==> src/rtl/lpm_pkg.sv <==
package lpm_pkg;
   typedef enum logic [1:0] {
      MODE_RUN   = 2'b00,
      MODE_IDLE  = 2'b01,
      MODE_PDOWN = 2'b10
   } lpm_mode_e;
endpackage

==> src/rtl/lpm_rst_qual.sv <==
module lpm_rst_qual #(
   parameter int CLK_PER_MC = 12,
   parameter int RST_MC     = 2
) (
   input  logic clk,
   input  logic arst_n,
   input  logic rst_pin_i,
   output logic core_rst_o
);
   localparam int LIMIT = CLK_PER_MC * RST_MC;
   localparam int CNT_W = $clog2(LIMIT + 1);
   localparam logic [CNT_W-1:0] LIM_C  = CNT_W'(LIMIT);
   localparam logic [CNT_W-1:0] LIM_M1 = CNT_W'(LIMIT - 1);

   if (CLK_PER_MC < 1) begin : g_bad_mc
      $error("CLK_PER_MC must be at least 1");
   end
   if (RST_MC < 1) begin : g_bad_rmc
      $error("RST_MC must be at least 1");
   end

   logic [CNT_W-1:0] cnt_q;
   logic             rst_q;

   always_ff @(posedge clk or negedge arst_n) begin
      if (!arst_n) begin
         cnt_q <= '0;
         rst_q <= 1'b0;
      end else if (rst_pin_i) begin
         if (cnt_q != LIM_C) cnt_q <= cnt_q + 1'b1;
         rst_q <= (cnt_q >= LIM_M1);
      end else begin
         cnt_q <= '0;
         rst_q <= 1'b0;
      end
   end

   assign core_rst_o = rst_q;

   assert_low_clears_R2: assert property (@(posedge clk) disable iff (!arst_n)
      !rst_pin_i |=> !core_rst_o);
   assert_rise_needs_pin_R2: assert property (@(posedge clk) disable iff (!arst_n)
      $rose(core_rst_o) |-> $past(rst_pin_i));
endmodule

==> src/rtl/lpm_mode_fsm.sv <==
module lpm_mode_fsm
   import lpm_pkg::*;
#(
   parameter int IRQ_W = 5
) (
   input  logic             clk,
   input  logic             arst_n,
   input  logic             core_rst_i,
   input  logic             idle_req_i,
   input  logic             pdown_req_i,
   input  logic [IRQ_W-1:0] irq_i,
   output lpm_mode_e        mode_o
);
   if (IRQ_W < 1) begin : g_bad_irq
      $error("IRQ_W must be at least 1");
   end

   lpm_mode_e mode_q, mode_d;
   logic      wake;

   assign wake = |irq_i;

   always_comb begin
      mode_d = mode_q;
      if (core_rst_i) begin
         mode_d = MODE_RUN;
      end else begin
         unique case (mode_q)
            MODE_RUN: begin
               if (pdown_req_i)     mode_d = MODE_PDOWN;
               else if (idle_req_i) mode_d = MODE_IDLE;
            end
            MODE_IDLE:  if (wake) mode_d = MODE_RUN;
            MODE_PDOWN: mode_d = MODE_PDOWN;
            default:    mode_d = MODE_RUN;
         endcase
      end
   end

   always_ff @(posedge clk or negedge arst_n) begin
      if (!arst_n) mode_q <= MODE_RUN;
      else         mode_q <= mode_d;
   end

   assign mode_o = mode_q;

   assert_reset_forces_run_R3: assert property (@(posedge clk) disable iff (!arst_n)
      core_rst_i |=> (mode_o == MODE_RUN));
   assert_idle_wake_R11: assert property (@(posedge clk) disable iff (!arst_n)
      (mode_o == MODE_IDLE && wake && !core_rst_i) |=> (mode_o == MODE_RUN));
   assert_idle_sticky_R11: assert property (@(posedge clk) disable iff (!arst_n)
      (mode_o == MODE_IDLE && !wake && !core_rst_i) |=> (mode_o == MODE_IDLE));
   assert_pdown_hold_R5: assert property (@(posedge clk) disable iff (!arst_n)
      (mode_o == MODE_PDOWN && !core_rst_i) |=> (mode_o == MODE_PDOWN));
   assert_pdown_wins_R6: assert property (@(posedge clk) disable iff (!arst_n)
      (mode_o == MODE_RUN && idle_req_i && pdown_req_i && !core_rst_i)
      |=> (mode_o == MODE_PDOWN));
endmodule

==> src/rtl/lpm_pin_ctrl.sv <==
module lpm_pin_ctrl
   import lpm_pkg::*;
#(
   parameter bit OUT_REG = 1'b0
) (
   input  logic      clk,
   input  logic      arst_n,
   input  lpm_mode_e mode_i,
   input  logic      ext_code_i,
   output logic      ale_ovr_o,
   output logic      ale_val_o,
   output logic      psen_ovr_o,
   output logic      psen_val_o,
   output logic      p0_float_o,
   output logic      p2_addr_o
);
   typedef struct packed {
      logic ale_ovr;
      logic ale_val;
      logic psen_ovr;
      logic psen_val;
      logic p0_float;
      logic p2_addr;
   } pin_ctl_t;

   pin_ctl_t nxt, outp;
   logic     low_pwr;

   always_comb begin
      low_pwr      = (mode_i != MODE_RUN);
      nxt.ale_ovr  = low_pwr;
      nxt.psen_ovr = low_pwr;
      nxt.ale_val  = (mode_i == MODE_IDLE);
      nxt.psen_val = (mode_i == MODE_IDLE);
      nxt.p0_float = low_pwr && ext_code_i;
      nxt.p2_addr  = (mode_i == MODE_IDLE) && ext_code_i;
   end

   if (OUT_REG) begin : g_reg
      pin_ctl_t q;
      always_ff @(posedge clk or negedge arst_n) begin
         if (!arst_n) q <= '0;
         else         q <= nxt;
      end
      assign outp = q;
   end else begin : g_comb
      assign outp = nxt;
   end

   assign ale_ovr_o  = outp.ale_ovr;
   assign ale_val_o  = outp.ale_val;
   assign psen_ovr_o = outp.psen_ovr;
   assign psen_val_o = outp.psen_val;
   assign p0_float_o = outp.p0_float;
   assign p2_addr_o  = outp.p2_addr;

   assert_p2_addr_implies_float_R9: assert property (@(posedge clk) disable iff (!arst_n)
      p2_addr_o |-> (p0_float_o && ale_ovr_o && ale_val_o));
   assert_float_only_held_R10: assert property (@(posedge clk) disable iff (!arst_n)
      p0_float_o |-> (ale_ovr_o && psen_ovr_o));
endmodule

==> src/rtl/lowpwr_ctrl.sv <==
module lowpwr_ctrl
   import lpm_pkg::*;
#(
   parameter int IRQ_W      = 5,
   parameter int CLK_PER_MC = 12,
   parameter int RST_MC     = 2,
   parameter bit OUT_REG    = 1'b0
) (
   input  logic             clk,
   input  logic             arst_n,
   input  logic             rst_pin,
   input  logic             idle_req,
   input  logic             pdown_req,
   input  logic [IRQ_W-1:0] irq_vec,
   input  logic             ext_code,
   output logic             core_rst,
   output logic [1:0]       mode,
   output logic             cpu_clk_en,
   output logic             per_clk_en,
   output logic             osc_en,
   output logic             ale_ovr,
   output logic             ale_val,
   output logic             psen_ovr,
   output logic             psen_val,
   output logic             p0_float,
   output logic             p2_addr_sel
);
   lpm_mode_e mode_s;
   logic      rst_s;

   lpm_rst_qual #(.CLK_PER_MC(CLK_PER_MC), .RST_MC(RST_MC)) u_qual (
      .clk(clk), .arst_n(arst_n), .rst_pin_i(rst_pin), .core_rst_o(rst_s)
   );

   lpm_mode_fsm #(.IRQ_W(IRQ_W)) u_fsm (
      .clk(clk), .arst_n(arst_n), .core_rst_i(rst_s),
      .idle_req_i(idle_req), .pdown_req_i(pdown_req),
      .irq_i(irq_vec), .mode_o(mode_s)
   );

   lpm_pin_ctrl #(.OUT_REG(OUT_REG)) u_pins (
      .clk(clk), .arst_n(arst_n), .mode_i(mode_s), .ext_code_i(ext_code),
      .ale_ovr_o(ale_ovr), .ale_val_o(ale_val),
      .psen_ovr_o(psen_ovr), .psen_val_o(psen_val),
      .p0_float_o(p0_float), .p2_addr_o(p2_addr_sel)
   );

   always_comb begin
      cpu_clk_en = (mode_s == MODE_RUN);
      per_clk_en = (mode_s != MODE_PDOWN);
      osc_en     = (mode_s != MODE_PDOWN);
   end

   assign core_rst = rst_s;
   assign mode     = mode_s;

   assert_osc_off_needs_req_R5: assert property (@(posedge clk) disable iff (!arst_n)
      $fell(osc_en) |-> $past(pdown_req));
   assert_cpu_on_after_wake_R11: assert property (@(posedge clk) disable iff (!arst_n)
      $rose(cpu_clk_en) |-> ($past(|irq_vec) || $past(core_rst)));
endmodule

==> config.mk <==
export PLATFORM = sky130hd
export DESIGN_NAME = lowpwr_ctrl
export DESIGN_NICKNAME = d
export VERILOG_FILES = /design/src/rtl/lpm_pkg.sv /design/src/rtl/lpm_rst_qual.sv /design/src/rtl/lpm_mode_fsm.sv /design/src/rtl/lpm_pin_ctrl.sv /design/src/rtl/lowpwr_ctrl.sv
export SDC_FILE = /design/constraint.sdc
export NUM_CORES = 1
export LEC_CHECK = 0
export ABC_AREA = 1
export BUFFER_PORTS_ARGS = -buffer_cell sky130_fd_sc_hd__buf_4
export CAP_MARGIN = 10
export CORE_AREA = 5 5 42 44
export DETAILED_ROUTE_END_ITERATION = 7
export DIE_AREA = 0 0 47 49
export PLACE_DENSITY = 0.75
export SYNTH_ARGS = -nofsm -noshare
export SYNTH_HDL_FRONTEND = slang
export SYNTH_SLANG_ARGS = --single-unit
export TNS_END_PERCENT = 10
==> constraint.sdc <==
create_clock -name clk -period 1.6 [get_ports clk]
set_clock_uncertainty 0.2 [all_clocks]
set_input_delay 0.16 -clock clk [delete_from_list [all_inputs] [get_ports clk]]
set_output_delay 0.16 -clock clk [all_outputs]
set_load 0.02 [all_outputs]
==> flow_summary.rst <==
.. list-table::
   :header-rows: 1

   * - Metric
     - Value
   * - Final count of hold timing violations
     - 0
   * - Synth Area in Compound Gates
     - 0.0547
   * - Half-perimeter wire length after placement
     - 841 um
   * - Most common cell after layout, fill and taps aside
     - buf_4
   * - Relative slew margins
     - 0.870
   * - Setup fix buffers added after clock tree synthesis
     - 0
   * - Biggest fanout along the worst timing path
     - 5
   * - Area growth syn-to-layout
     - 44.8%
   * - Worst path required time
     - 1.24 ns
   * - Highest ir drop seen on vdd
     - 0.476 mV
   * - Clock tree from TritonCTS
     - done
   * - Syn nets
     - 77
   * - Critical Path Start Type
     - flop
   * - Core ar.
     - 1400 um2
   * - Launching point of the worst reg2reg path
     - u_qual.cnt_q[0]$_DFFE_PN0P_
   * - Leakage Power
     - 0.407 nW
   * - Final Core Density
     - 0.520
   * - Start point of the worst min-delay path
     - irq_vec[4]
   * - Post-layout worst setup margin
     - 0.0827 ns
   * - Flip-flop and latch count after synthesis
     - 8
   * - Terminus of the critical flop-to-flop path
     - u_qual.cnt_q[0]$_DFFE_PN0P_
   * - Via count of the first global-routing pass
     - 437
   * - Starting utilization of the core area
     - 0.359
   * - Reg clk slew, reported paths
     - 0.05 ns
   * - Number of vias per cell after detailed routing
     - 4.32
   * - Final WL
     - 1050 um
   * - Root Buffer Master
     - clkbuf_4
   * - Number of clock buffers inserted by TritonCTS
     - 3
   * - Die span in x
     - 47 um
   * - Share of post-route cells with drive strength above 1
     - 0.356
   * - Post-route DRC
     - 0
   * - Post-Synthesis Cells
     - 64
   * - Setup_tns
     - 0 ns
   * - Portion of netlist area occupied by mux cells
     - 0
   * - Crit path arrival time
     - 1.16 ns
   * - Vias after detailed routing
     - 458
   * - Setup slack on the worst flop-to-flop path
     - 0.27 ns
   * - Post-synthesis instance area
     - 503 um2
   * - Initial detailed-routing violation count
     - 3
   * - Min-Delay Path Class
     - in2reg
   * - Number of antenna repair diodes
     - 0
   * - Count of nets left with antenna violations after detail routing
     - 0
   * - Die area
     - 2300 um2
   * - Top achievable clock speed
     - 659 MHz
   * - Number of endpoints failing setup at the final stage
     - 0
   * - Maximum number of pins on one net before global-route repair
     - 9
   * - Post-synthesis share of cell area spent on and, or, nand and nor gates
     - 0.299
   * - Synth Area in XOR/XNOR
     - 0.0348
   * - Cell count of the worst reg-to-reg path
     - 6
   * - Clock sinks
     - 8
   * - CP endpoint
     - osc_en
   * - Number of maximum-capacitance constraint violations
     - 0
   * - Max-slew violation count
     - 0
   * - Number of levels in the clock H-tree
     - 1
   * - Detailed-route wire length per cell
     - 9.92 um
   * - Height of the chip
     - 49 um
   * - Fin crit share
     - 0.948
   * - Clock Tree Buf Depth
     - 2
   * - Count of different cell masters after synthesis
     - 18
   * - Yosys warning total
     - 0
   * - Antenna violations before repair
     - 0
   * - Num ports
     - 23
   * - CP Launch Point
     - u_fsm.mode_o[0]$_DFFE_PN0P_
   * - Average cell area after synthesis
     - 7.86 um2
   * - Overflow after GRT
     - 0
   * - Run status
     - finished, final reports clean
   * - Unrepaired setup endpoints after global routing
     - false
   * - Final net count
     - 105
   * - Endpoint class of the critical path
     - output port
   * - Critical setup path kind
     - reg2out
   * - Commonest non-fill, non-tap cells in the layout
     - 22 x buf_4, 15 x inv_1, 12 x nand2_1, 8 x dfrtp_1, 7 x nor2_1
   * - Dominant combinational cell family by area after synthesis
     - simple AND/OR/NAND/NOR gates
   * - Worst-case setup slack after placement
     - 0.279 ns
   * - Clock latency on the worst-skew pair
     - 0.26 ns
   * - Power per unit of standard cell area
     - 755 nW/um2
   * - Global-route wire length before repair
     - 1700 um
   * - Weighted congestion at the end of routability-driven global placement
     - 0.809
   * - Number of iterations in the first detailed-routing pass
     - 4
   * - Slew at the pin closest to its max-slew limit
     - 0.193 ns
   * - Post-layout min period
     - 1.52 ns
   * - All-layer global routing usage
     - 0.104
   * - Placement row count
     - 14
   * - Part of the Yosys area used for sequential elements
     - 0.398
   * - Number of buffers inserted by port buffering
     - 22
   * - Area share of fa/ha/maj cells after synthesis
     - 0.0498
metal layers:
| metal | wire (um) | up-vias | global-route usage |
|---|---|---|---|
| li1 | - | 239 | - |
| met1 | 413 | 185 | 0.109 |
| met2 | 441 | 31 | 0.165 |
| met3 | 169 | 3 | 0.0369 |
| met4 | 29 | 0 | 0.0691 |
| met5 | 0 | - | 0 |
flip-flops by register name, indices dropped and copies added (netlist names):
| signal | cells |
|---|---|
| u_fsm.mode_o | 2 |
| u_qual.cnt_q | 5 |
| u_qual.core_rst_o | 1 |
per-stage QoR:
stage / hold slack [ns] / cells / total power [mW] / instance area [um2]
after floorplan: -0.336 / 64 / 0.323 / 503
after global placement: -0.216 / 99 / 0.383 / 666
after detailed placement: -0.216 / 99 / 0.385 / 666
after CTS: 0.0214 / 106 / 0.554 / 728
after global routing: 0.0395 / 106 / 0.584 / 728
final: 0.0277 / 106 / 0.550 / 728
area by class of cell:
| class | instances | area [um2] |
|---|---|---|
| fillers | 136 | 673 |
| multi-input cells | 37 | 220 |
| repair buffers | 26 | 205 |
| flip-flops and latches | 8 | 200 |
| inverters | 16 | 60.1 |
| clock buffers | 3 | 22.5 |
| well taps | 16 | 20.0 |
synthesized netlist by cell type, drive strengths merged:
| library cell | number | area share |
|---|---|---|
| inv | 16 | 0.12 |
| nand2 | 12 | 0.090 |
| nor2 | 9 | 0.087 |
| dfrtp | 8 | 0.40 |
| buf | 3 | 0.045 |
| nand3 | 3 | 0.030 |
| a21oi | 2 | 0.020 |
| ha | 2 | 0.050 |
| nor3 | 2 | 0.040 |
| o21ai | 2 | 0.020 |
| a211oi | 1 | 0.015 |
| nand3b | 1 | 0.040 |
| or2 | 1 | 0.012 |
| xnor2 | 1 | 0.017 |
| xor2 | 1 | 0.017 |
worst max-delay path: stages, from the launching register on:
cell and delay, ns:
dfrtp_1 0.42, or2_2 0.32, buf_4 0.16
where the power goes:
group | switching, mW | leakage [nW] | internal [mW]
clock | 0.0766 | 0.0138 | 0.0864
sequential | 0.0126 | 0.104 | 0.214
combinational | 0.0828 | 0.289 | 0.0778
how the worst min path moves through the flow:
stage                                       end  slack (ns)  depth (start not counted)
finish              u_fsm.mode_o[0]$_DFFE_PN0P_        0.03                          6
global route        u_fsm.mode_o[0]$_DFFE_PN0P_        0.04                          6
CTS                 u_fsm.mode_o[0]$_DFFE_PN0P_        0.02                          6
detailed placement  u_qual.cnt_q[4]$_DFFE_PN0P_       -0.22                          1
global placement    u_qual.cnt_q[4]$_DFFE_PN0P_       -0.22                          1
floorplan           u_fsm.mode_o[0]$_DFFE_PN0P_       -0.34                          0
cell families after synthesis:
logic type / after synthesis
buffers and inverters: 19
adder cells (fa/ha/maj): 2
flip-flops: 8
AO/OA/AOI/OAI: 5
AND/OR/NAND/NOR: 28
XOR/XNOR: 2
what timing repair did:
action,4_1_cts,5_1_grt
setup endpoints to repair,0,0
hold buffers,4,0
resized for setup,0,0
hold endpoints to repair,12,0
(Power assumes the default switching activity.)
